**src/rtl/fll_pkg.sv**
```systemverilog
package fll_pkg;
   localparam int WORD_W = 32;
   localparam int LANES  = WORD_W / 8;

   localparam logic [3:0] STAT_OK    = 4'hA;
   localparam logic [3:0] STAT_OPC   = 4'h1;
   localparam logic [3:0] STAT_KEY   = 4'h2;
   localparam logic [3:0] STAT_ALIGN = 4'h3;
   localparam logic [3:0] STAT_MACRO = 4'h4;
   localparam logic [3:0] STAT_RANGE = 4'h5;

   typedef enum logic [2:0] {
      ST_IDLE,
      ST_REJ,
      ST_HDR0,
      ST_HDR1,
      ST_SIZE,
      ST_DATA
   } fll_state_e;
endpackage

```
**src/rtl/fll_regs.sv**
```systemverilog
module fll_regs
   import fll_pkg::*;
(
   input  logic              clk,
   input  logic              rst_n,
   input  logic              wr_en,
   input  logic              wr_sel,
   input  logic [WORD_W-1:0] wr_data,
   input  logic              busy,
   input  logic              done,
   input  logic [3:0]        done_code,
   output logic [WORD_W-1:0] arg_q,
   output logic [WORD_W-1:0] req_q,
   output logic              start_o,
   output logic [15:0]       opcode_o
);
   localparam int CALL_BIT = WORD_W - 1;

   assign start_o  = wr_en && wr_sel && wr_data[CALL_BIT] && !busy;
   assign opcode_o = wr_data[15:0];

   always_ff @(posedge clk or negedge rst_n) begin
      if (!rst_n) begin
         arg_q <= '0;
         req_q <= '0;
      end else if (done) begin
         arg_q           <= {done_code, {(WORD_W-4){1'b0}}};
         req_q[CALL_BIT] <= 1'b0;
      end else if (wr_en && !busy) begin
         if (wr_sel) req_q <= wr_data;
         else        arg_q <= wr_data;
      end
   end
endmodule

```
**src/rtl/fll_seq.sv**
```systemverilog
module fll_seq
   import fll_pkg::*;
#(
   parameter int          LATCH_BYTES = 64,
   parameter int          N_MACRO     = 2,
   parameter logic [15:0] OPCODE      = 16'h0004,
   parameter logic [7:0]  KEY_LO      = 8'hB6,
   parameter logic [7:0]  KEY_HI      = 8'hD7,
   localparam int LAT_AW  = $clog2(LATCH_BYTES),
   localparam int MSEL_W  = (N_MACRO > 1) ? $clog2(N_MACRO) : 1
) (
   input  logic              clk,
   input  logic              rst_n,
   input  logic              start_i,
   input  logic [15:0]       opcode_i,
   input  logic [WORD_W-1:0] base_i,
   output logic              rd_en_o,
   output logic [WORD_W-1:0] rd_addr_o,
   input  logic [WORD_W-1:0] rd_data_i,
   output logic [LANES-1:0]  wr_lane_o,
   output logic [LAT_AW-1:0] wr_pos_o,
   output logic [WORD_W-1:0] wr_data_o,
   output logic              done_o,
   output logic [3:0]        code_o,
   output logic              ok_o,
   output logic [MSEL_W-1:0] macro_o,
   output logic              busy_o
);
   localparam int CNT_W   = LAT_AW + 1;
   localparam int WORDS_W = $clog2(LATCH_BYTES / LANES) + 1;

   fll_state_e         state_q;
   logic [WORD_W-1:0]  base_q, ptr_q;
   logic [3:0]         code_q;
   logic               key_ok_q, vld_q;
   logic [7:0]         off_q, macro_q;
   logic [CNT_W-1:0]   left_q;
   logic [WORDS_W-1:0] issue_q;
   logic [LAT_AW-1:0]  pos_q;

   logic [8:0]         size_cnt;
   logic [9:0]         span;
   logic [3:0]         hdr_code;
   logic               last;
   logic [2:0]         take;

   assign size_cnt = {1'b0, rd_data_i[7:0]} + 9'd1;
   assign span     = {2'b00, off_q} + {1'b0, size_cnt};

   always_comb begin
      if (!key_ok_q)                       hdr_code = STAT_KEY;
      else if (macro_q >= 8'(N_MACRO))     hdr_code = STAT_MACRO;
      else if (span > 10'(LATCH_BYTES))    hdr_code = STAT_RANGE;
      else                                 hdr_code = STAT_OK;
   end

   assign last = left_q <= CNT_W'(LANES);
   assign take = last ? left_q[2:0] : 3'(LANES);

   always_comb begin
      for (int l = 0; l < LANES; l++) wr_lane_o[l] = vld_q && (3'(l) < take);
   end
   assign wr_pos_o  = pos_q;
   assign wr_data_o = rd_data_i;

   always_comb begin
      rd_en_o   = 1'b0;
      rd_addr_o = ptr_q;
      case (state_q)
         ST_HDR0: begin rd_en_o = 1'b1; rd_addr_o = base_q; end
         ST_HDR1: begin rd_en_o = 1'b1; rd_addr_o = base_q + WORD_W'(4); end
         ST_DATA: rd_en_o = (issue_q != '0);
         default: ;
      endcase
   end

   always_comb begin
      done_o = 1'b0;
      ok_o   = 1'b0;
      code_o = STAT_OK;
      case (state_q)
         ST_REJ:  begin done_o = 1'b1; code_o = code_q; end
         ST_SIZE: begin done_o = (hdr_code != STAT_OK); code_o = hdr_code; end
         ST_DATA: begin done_o = vld_q && last; ok_o = vld_q && last; end
         default: ;
      endcase
   end

   assign busy_o  = (state_q != ST_IDLE);
   assign macro_o = macro_q[MSEL_W-1:0];

   always_ff @(posedge clk or negedge rst_n) begin
      if (!rst_n) begin
         state_q  <= ST_IDLE;
         base_q   <= '0;
         ptr_q    <= '0;
         code_q   <= STAT_OK;
         key_ok_q <= 1'b0;
         vld_q    <= 1'b0;
         off_q    <= '0;
         macro_q  <= '0;
         left_q   <= '0;
         issue_q  <= '0;
         pos_q    <= '0;
      end else begin
         vld_q <= 1'b0;
         case (state_q)
            ST_IDLE: if (start_i) begin
               base_q <= base_i;
               if (opcode_i != OPCODE) begin
                  code_q  <= STAT_OPC;
                  state_q <= ST_REJ;
               end else if (base_i[1:0] != 2'b00) begin
                  code_q  <= STAT_ALIGN;
                  state_q <= ST_REJ;
               end else begin
                  state_q <= ST_HDR0;
               end
            end
            ST_REJ:  state_q <= ST_IDLE;
            ST_HDR0: state_q <= ST_HDR1;
            ST_HDR1: begin
               key_ok_q <= (rd_data_i[7:0] == KEY_LO) && (rd_data_i[15:8] == KEY_HI);
               off_q    <= rd_data_i[23:16];
               macro_q  <= rd_data_i[31:24];
               state_q  <= ST_SIZE;
            end
            ST_SIZE: begin
               if (hdr_code != STAT_OK) begin
                  state_q <= ST_IDLE;
               end else begin
                  left_q  <= CNT_W'(size_cnt);
                  issue_q <= WORDS_W'((size_cnt + 9'd3) >> 2);
                  ptr_q   <= base_q + WORD_W'(8);
                  pos_q   <= off_q[LAT_AW-1:0];
                  state_q <= ST_DATA;
               end
            end
            ST_DATA: begin
               if (issue_q != '0) begin
                  ptr_q   <= ptr_q + WORD_W'(4);
                  issue_q <= issue_q - WORDS_W'(1);
               end
               vld_q <= (issue_q != '0);
               if (vld_q) begin
                  pos_q  <= pos_q + LAT_AW'(LANES);
                  left_q <= left_q - CNT_W'(take);
                  if (last) state_q <= ST_IDLE;
               end
            end
            default: state_q <= ST_IDLE;
         endcase
      end
   end
endmodule

```
**src/rtl/fll_latch.sv**
```systemverilog
module fll_latch
   import fll_pkg::*;
#(
   parameter int LATCH_BYTES    = 64,
   parameter bit RESET_CONTENTS = 1'b1,
   localparam int LAT_AW = $clog2(LATCH_BYTES)
) (
   input  logic              clk,
   input  logic              rst_n,
   input  logic              clr,
   input  logic [LANES-1:0]  lane_en,
   input  logic [LAT_AW-1:0] pos,
   input  logic [WORD_W-1:0] data,
   input  logic [LAT_AW-1:0] rd_idx,
   output logic [7:0]        rd_data
);
   logic [7:0] mem_q [LATCH_BYTES];

   generate
      if (RESET_CONTENTS) begin : g_rst
         always_ff @(posedge clk or negedge rst_n) begin
            if (!rst_n) begin
               for (int e = 0; e < LATCH_BYTES; e++) mem_q[e] <= '0;
            end else if (clr) begin
               for (int e = 0; e < LATCH_BYTES; e++) mem_q[e] <= '0;
            end else begin
               for (int l = 0; l < LANES; l++)
                  if (lane_en[l]) mem_q[LAT_AW'(pos + LAT_AW'(l))] <= data[8*l +: 8];
            end
         end
      end else begin : g_norst
         logic unused_rst;
         assign unused_rst = rst_n;
         always_ff @(posedge clk) begin
            if (clr) begin
               for (int e = 0; e < LATCH_BYTES; e++) mem_q[e] <= '0;
            end else begin
               for (int l = 0; l < LANES; l++)
                  if (lane_en[l]) mem_q[LAT_AW'(pos + LAT_AW'(l))] <= data[8*l +: 8];
            end
         end
      end
   endgenerate

   assign rd_data = mem_q[rd_idx];
endmodule

```
**src/rtl/flash_latch_loader.sv**
```systemverilog
module flash_latch_loader
   import fll_pkg::*;
#(
   parameter int          LATCH_BYTES    = 64,
   parameter int          N_MACRO        = 2,
   parameter logic [15:0] OPCODE         = 16'h0004,
   parameter logic [7:0]  KEY_LO         = 8'hB6,
   parameter logic [7:0]  KEY_HI         = 8'hD7,
   parameter bit          RESET_CONTENTS = 1'b1
) (
   input  logic                                         clk,
   input  logic                                         rst_n,
   input  logic                                         reg_wr_en,
   input  logic                                         reg_wr_sel,
   input  logic [31:0]                                  reg_wr_data,
   output logic [31:0]                                  arg_q,
   output logic [31:0]                                  req_q,
   output logic                                         busy,
   output logic                                         sram_rd_en,
   output logic [31:0]                                  sram_rd_addr,
   input  logic [31:0]                                  sram_rd_data,
   input  logic                                         latch_clr,
   input  logic [$clog2(LATCH_BYTES)-1:0]               latch_rd_idx,
   output logic [7:0]                                   latch_rd_data,
   output logic [((N_MACRO > 1) ? $clog2(N_MACRO) : 1)-1:0] latch_macro
);
   localparam int LAT_AW = $clog2(LATCH_BYTES);
   localparam int MSEL_W = (N_MACRO > 1) ? $clog2(N_MACRO) : 1;

   generate
      if (LATCH_BYTES < 4 || LATCH_BYTES > 256 || (1 << LAT_AW) != LATCH_BYTES) begin : g_bad_size
         $error("LATCH_BYTES must be a power of two from 4 to 256");
      end
      if (N_MACRO < 1 || N_MACRO > 256) begin : g_bad_macro
         $error("N_MACRO must be from 1 to 256");
      end
   endgenerate

   logic              start, done, ok;
   logic [15:0]       opcode;
   logic [3:0]        code;
   logic [LANES-1:0]  lane_en;
   logic [LAT_AW-1:0] wr_pos;
   logic [31:0]       wr_data;
   logic [MSEL_W-1:0] macro_sel;

   fll_regs u_regs (
      .clk       (clk),
      .rst_n     (rst_n),
      .wr_en     (reg_wr_en),
      .wr_sel    (reg_wr_sel),
      .wr_data   (reg_wr_data),
      .busy      (busy),
      .done      (done),
      .done_code (code),
      .arg_q     (arg_q),
      .req_q     (req_q),
      .start_o   (start),
      .opcode_o  (opcode)
   );

   fll_seq #(
      .LATCH_BYTES (LATCH_BYTES),
      .N_MACRO     (N_MACRO),
      .OPCODE      (OPCODE),
      .KEY_LO      (KEY_LO),
      .KEY_HI      (KEY_HI)
   ) u_seq (
      .clk       (clk),
      .rst_n     (rst_n),
      .start_i   (start),
      .opcode_i  (opcode),
      .base_i    (arg_q),
      .rd_en_o   (sram_rd_en),
      .rd_addr_o (sram_rd_addr),
      .rd_data_i (sram_rd_data),
      .wr_lane_o (lane_en),
      .wr_pos_o  (wr_pos),
      .wr_data_o (wr_data),
      .done_o    (done),
      .code_o    (code),
      .ok_o      (ok),
      .macro_o   (macro_sel),
      .busy_o    (busy)
   );

   fll_latch #(
      .LATCH_BYTES    (LATCH_BYTES),
      .RESET_CONTENTS (RESET_CONTENTS)
   ) u_latch (
      .clk     (clk),
      .rst_n   (rst_n),
      .clr     (latch_clr),
      .lane_en (lane_en),
      .pos     (wr_pos),
      .data    (wr_data),
      .rd_idx  (latch_rd_idx),
      .rd_data (latch_rd_data)
   );

   always_ff @(posedge clk or negedge rst_n) begin
      if (!rst_n)  latch_macro <= '0;
      else if (ok) latch_macro <= macro_sel;
   end
endmodule

```
**config.mk**
```make
export PLATFORM = sky130hd
export DESIGN_NAME = flash_latch_loader
export DESIGN_NICKNAME = d
export VERILOG_FILES = /design/src/rtl/fll_pkg.sv /design/src/rtl/fll_regs.sv /design/src/rtl/fll_seq.sv /design/src/rtl/fll_latch.sv /design/src/rtl/flash_latch_loader.sv
export SDC_FILE = /design/constraint.sdc
export NUM_CORES = 2
export LEC_CHECK = 0
export BUFFER_PORTS_ARGS = -buffer_cell sky130_fd_sc_hd__buf_4
export CAP_MARGIN = 20
export CELL_PAD_IN_SITES_DETAIL_PLACEMENT = 0
export CELL_PAD_IN_SITES_GLOBAL_PLACEMENT = 2
export CORE_MARGIN = 5
export CORE_UTILIZATION = 44
export DETAILED_ROUTE_END_ITERATION = 6
export MAX_ROUTING_LAYER = met4
export PLACE_DENSITY_LB_ADDON = 0.05
export SLEW_MARGIN = 20
export SYNTH_ARGS = -nofsm -noshare
export SYNTH_HDL_FRONTEND = slang
export SYNTH_HIERARCHICAL = 1
export SYNTH_SLANG_ARGS = --single-unit
```
**constraint.sdc**
```tcl
create_clock -name clk -period 7.4 [get_ports clk]
set_clock_uncertainty 0.05 [all_clocks]
set_input_delay 0.74 -clock clk [delete_from_list [all_inputs] [get_ports clk]]
set_output_delay 0.74 -clock clk [all_outputs]
set_load 0.01 [all_outputs]
```
==> impl_metrics.xml <==
<?xml version="1.0" encoding="UTF-8"?>
<metrics>
  <group name="sta">
    <metric name="clock.fmax" unit="MHz">179</metric>
    <metric name="worst_slew_margin_rel" unit="">0.153</metric>
    <metric name="rsz_0062_raised_after_global_routing" unit="">false</metric>
    <metric name="setup-tns-final" unit="ns">0</metric>
    <metric name="timing.final.setup_violations" unit="">0</metric>
    <metric name="period_share" unit="">0.754</metric>
    <metric name="whs" unit="ns">0.224</metric>
    <metric name="finalCriticalPeriod" unit="ns">5.58</metric>
    <metric name="report.final.slew_viol_count" unit="">0</metric>
    <metric name="timing_worst_slew_pin_value" unit="ns">1.27</metric>
    <metric name="hold_viol" unit="">0</metric>
  </group>
  <group name="drt">
    <metric name="overall_routed_net_length" unit="µm">251000</metric>
    <metric name="first_iter_violations" unit="">8037</metric>
    <metric name="remaining_number_of_nets_flagged_by_the_antenna_check_after_routing" unit="">0</metric>
    <metric name="average_routed_wire_per_standard_cell" unit="µm">36.3</metric>
    <metric name="via_count" unit="">50662</metric>
    <metric name="firstDrtPassIters" unit="">7</metric>
    <metric name="routed_via_density" unit="">7.31</metric>
    <metric name="drc" unit="">3</metric>
  </group>
  <group name="setup_path">
    <metric name="worst-r2r-setup-slack" unit="ns">2.46</metric>
    <metric name="critical_path.endpoint" unit="">u_regs/req_q[13]</metric>
    <metric name="crit_path_start" unit="">sram_rd_data[0]</metric>
    <metric name="worstSetupEndpointType" unit="">flop</metric>
    <metric name="required" unit="ns">7.93</metric>
    <metric name="reg_to_reg_startpoint" unit="">u_seq/left_q[4]</metric>
    <metric name="regToRegEndpoint" unit="">u_latch/mem_q[441]</metric>
    <metric name="critical_path.startpoint_type" unit="">input port</metric>
    <metric name="cp_max_fo" unit="">30</metric>
    <metric name="worst_r2r_path_depth" unit="">11</metric>
    <metric name="critPathArrivalTime" unit="ns">6.10</metric>
    <metric name="worst-setup-path-type" unit="">input port to flop</metric>
  </group>
  <group name="finish">
    <metric name="post-route-util" unit="">0.482</metric>
    <metric name="syn2layout_area_growth" unit="%">9.27</metric>
    <metric name="layout-drive-gt1-share" unit="">0.170</metric>
    <metric name="number_of_nets_in_the_finished_design" unit="">5420</metric>
  </group>
  <group name="synthesis">
    <metric name="synth_flop_cell" unit="">sky130_fd_sc_hd__dfrtp_1</metric>
    <metric name="synth_top_area_cell" unit="">sky130_fd_sc_hd__dfrtp_1</metric>
    <metric name="synthDistinctLibCells" unit="">119</metric>
    <metric name="synth_edf_count" unit="">0</metric>
    <metric name="fraction_of_synthesized_cell_area_taken_by_the_top_area_cell_type" unit="">0.334</metric>
    <metric name="synth-warning-count" unit="">6</metric>
    <metric name="ys_async_sr_fraction" unit="">1.00</metric>
    <metric name="synth_seq_cells" unit="">683</metric>
    <metric name="yosysSeqAreaShare" unit="">0.335</metric>
    <metric name="yosys-top-cells-area" unit="">sky130_fd_sc_hd__dfrtp_1 33%, sky130_fd_sc_hd__mux2i_1 9.1%, sky130_fd_sc_hd__mux4_2 5.8%, sky130_fd_sc_hd__a221oi_1 5.0%, sky130_fd_sc_hd__nand2_1 4.0%</metric>
    <metric name="netlist_area" unit="µm²">51100</metric>
    <metric name="synth.net_count" unit="">5684</metric>
    <metric name="post_synth.cell_area_avg" unit="µm²">9.14</metric>
    <metric name="synthesis.instances" unit="">5586</metric>
  </group>
  <group name="grt">
    <metric name="grtUsageMet2" unit="">0.580</metric>
    <metric name="via_count_of_the_first_global_routing_pass" unit="">47153</metric>
    <metric name="grt-ovfl-total" unit="">0</metric>
    <metric name="grt_max_degree" unit="">150</metric>
    <metric name="grt.met1_usage" unit="">0.536</metric>
    <metric name="globalRoute.busiestLayer" unit="">met2</metric>
    <metric name="groute.layer.met3.usage" unit="">0.0958</metric>
    <metric name="grt_pass1_wl" unit="µm">357000</metric>
    <metric name="initial_antenna_violation_count" unit="">8</metric>
    <metric name="global_route.usage.total" unit="">0.406</metric>
  </group>
  <group name="pwr">
    <metric name="peakVddDrop" unit="µV">177</metric>
    <metric name="p_leak" unit="µW">0.0224</metric>
    <metric name="power.total" unit="µW">9790</metric>
    <metric name="power_density" unit="nW/µm²">175</metric>
  </group>
  <group name="clocking">
    <metric name="tritoncts" unit="">yes</metric>
    <metric name="htree_levels" unit="">3</metric>
    <metric name="cts_buffers" unit="">89</metric>
    <metric name="postCtsSetupBuffers" unit="">0</metric>
    <metric name="cts_resized" unit="">0</metric>
    <metric name="insertion_delay" unit="ns">0.70</metric>
    <metric name="root_buffer" unit="">sky130_fd_sc_hd__clkbuf_16</metric>
    <metric name="clock_sinks" unit="">683</metric>
    <metric name="clk_pin_slew_worst_paths" unit="ns">0.06</metric>
    <metric name="cts_buffer_depth" unit="">3</metric>
  </group>
  <group name="run">
    <metric name="max_cap_viol_count" unit="">0</metric>
  </group>
  <group name="run_status">
    <metric name="violations" unit="">design-rule violations</metric>
    <metric name="status" unit="">complete, but fails checks</metric>
  </group>
  <group name="floorplan">
    <metric name="design.die.area" unit="µm²">123000</metric>
    <metric name="top_level_port_count" unit="">182</metric>
    <metric name="floorplan.initialDensity" unit="">0.441</metric>
    <metric name="core_area" unit="µm²">116000</metric>
    <metric name="row_count" unit="">125</metric>
    <metric name="floorplan.die.width" unit="µm">351</metric>
    <metric name="fp.dieH" unit="µm">351</metric>
  </group>
  <group name="placement">
    <metric name="port_buffers" unit="">181</metric>
    <metric name="finalWeightedCongestion" unit="">0.988</metric>
    <metric name="detailed_placer_s_ending_hpwl" unit="µm">155000</metric>
  </group>
  <group name="worst_hold_path">
    <metric name="hp-class" unit="">input port to flop</metric>
  </group>
</metrics>
==> critical path, stage by stage <==
cell and delay, ns:
sky130_fd_sc_hd__buf_4 0.52, sky130_fd_sc_hd__ha_1 0.39, sky130_fd_sc_hd__nand3_1 0.12, sky130_fd_sc_hd__xnor2_1 0.55, sky130_fd_sc_hd__ha_1 0.36, sky130_fd_sc_hd__a21o_1 0.21, sky130_fd_sc_hd__or2_0 0.20, sky130_fd_sc_hd__o211ai_1 0.23
sky130_fd_sc_hd__a311o_1 0.37, sky130_fd_sc_hd__nand3_1 0.28, sky130_fd_sc_hd__nor3_1 0.42, sky130_fd_sc_hd__a311oi_2 0.37, sky130_fd_sc_hd__nor2_4 0.56, sky130_fd_sc_hd__buf_4 0.41, sky130_fd_sc_hd__mux2_4 0.34
==> cell usage after synthesis, drive strengths merged, types with 6 or more instances <==
library cell  instances
a221oi              294
xor2                 28
buf                 234
and3b                 7
a311oi              200
nor3b                11
and3                 22
nand4                29
or3                   8
nand2               550
nor2                570
a21oi               304
xnor2                49
o31ai                 6
mux2                111
a22oi                11
ha                   22
clkinv               11
o221ai               13
and2                 20
mux2i               462
o21ai               161
a211o                89
nor2b                19
a211oi              262
nor3                139
mux4                131
a31oi                30
nor4                 14
o22ai                21
a221o               123
and4                  6
nand3               196
a22o                 34
dfrtp               681
or2                  19
nand2b               14
clkbuf              455
o211ai              122
o221a                 8
nand3b               13
inv                  25
==> layer usage <==
layer / share of wire / vias up
li1: - / 20932
met5: 0 / -
met2: 0.43 / 3549
met1: 0.40 / 25309
met4: 0.064 / 0
met3: 0.11 / 872
==> power breakdown <==
group          leakage (µW)  internal [µW]  switching [µW]
combinational        0.0116            386             838
sequential          0.00928           3850             157
clock               0.00147           2620            1940
total                0.0224           6860            2930
==> flip-flops by register name, summed over array words and instances, names as in the netlist, 3 cells and up <==
signal / count
u_latch/mem_q: 512
u_regs/arg_q: 32
u_regs/req_q: 32
u_seq/base_q: 32
u_seq/ptr_q: 32
u_seq/macro_q: 8
u_seq/off_q: 8
u_seq/left_q: 7
u_seq/wr_pos_o: 6
u_seq/issue_q: 5
u_seq/code_q: 3
u_seq/state_q: 3
==> stage by stage <==
stage | cell area (µm²) | std cells | setup WS [ns]
2_1_floorplan | 51100 | 5586 | 3.26
3_3_place_gp | 52600 | 6745 | 1.30
4_1_cts | 55600 | 6910 | 1.92
5_1_grt | 55800 | 6924 | 1.59
3_5_place_dp | 52600 | 6747 | 1.20
6_report | 55800 | 6926 | 1.82
==> cell usage in the layout, fill, tap and decap left out, types with 19 or more instances in the layout <==
cell,netlist,routed
sky130_fd_sc_hd__nand3_1,195,193
sky130_fd_sc_hd__nor3_1,122,120
sky130_fd_sc_hd__o21ai_0,135,134
sky130_fd_sc_hd__a311oi_1,199,198
sky130_fd_sc_hd__a221o_1,123,123
sky130_fd_sc_hd__o211ai_1,115,115
sky130_fd_sc_hd__clkbuf_8,0,19
sky130_fd_sc_hd__inv_1,25,25
sky130_fd_sc_hd__and3_1,22,22
sky130_fd_sc_hd__mux2_2,75,75
sky130_fd_sc_hd__a31oi_1,28,28
sky130_fd_sc_hd__o22ai_1,21,21
sky130_fd_sc_hd__nor2_2,17,45
sky130_fd_sc_hd__nor2_1,540,511
sky130_fd_sc_hd__xnor2_1,46,45
sky130_fd_sc_hd__buf_4,75,318
sky130_fd_sc_hd__xor2_1,28,28
sky130_fd_sc_hd__nand4_1,27,27
sky130_fd_sc_hd__nand2_1,547,546
sky130_fd_sc_hd__mux2_4,32,32
sky130_fd_sc_hd__a211o_1,89,89
sky130_fd_sc_hd__clkbuf_16,0,89
sky130_fd_sc_hd__mux4_2,131,131
sky130_fd_sc_hd__a22o_1,34,34
sky130_fd_sc_hd__clkinv_2,0,19
sky130_fd_sc_hd__mux2i_1,462,462
sky130_fd_sc_hd__a221oi_1,293,293
sky130_fd_sc_hd__dfrtp_1,681,676
sky130_fd_sc_hd__a211oi_1,250,250
sky130_fd_sc_hd__ha_1,22,22
sky130_fd_sc_hd__a21oi_1,302,301
==> repair_timing <==
| item | CTS | global route |
|---|---|---|
| hold buffers | 1 | 0 |
| endpoints found under the hold margin | 1 | 0 |
| endpoints found under the setup margin | 0 | 0 |
==> area by class of cell <==
| class | instances | area [µm²] |
|---|---|---|
| well taps | 1524 | 1910 |
| clock inverters | 38 | 448 |
| fillers | 10940 | 59900 |
| diodes | 9 | 22.5 |
| inverters | 36 | 135 |
| repair buffers | 334 | 2660 |
| clock buffers | 124 | 2540 |
| multi-input cells | 4178 | 31000 |
| flip-flops and latches | 683 | 17100 |
==> worst min path at each step <==
stage               slack, ns  cells past startpoint                to             from
finish                   0.22                      2  u_regs/arg_q[22]  reg_wr_data[22]
global route             0.20                      2  u_regs/arg_q[25]  reg_wr_data[25]
global placement         0.41                      1   u_seq/code_q[0]  u_seq/code_q[0]
detailed placement       0.41                      1   u_seq/code_q[0]  u_seq/code_q[0]
floorplan                0.39                      0       latch_macro            rst_n
CTS                      0.19                      2  u_regs/arg_q[22]  reg_wr_data[22]
==> cells by family (layout without fill, tap and decap cells) <==
logic type / Yosys count / in the layout / share of synthesized area
buffers and inverters: 725 / 532 / 0.0643
muxes: 704 / 704 / 0.175
adders and majority gates: 23 / 23 / 0.00578
other: 1 / 10 / 0.0000735
AOI/OAI and AO/OA: 1710 / 1710 / 0.255
DFF: 683 / 683 / 0.335
and+or+nand+nor: 1663 / 1663 / 0.151
xor gates and xnor gates: 77 / 77 / 0.0137
No activity file was read; power rests on OpenSTA's default activity.
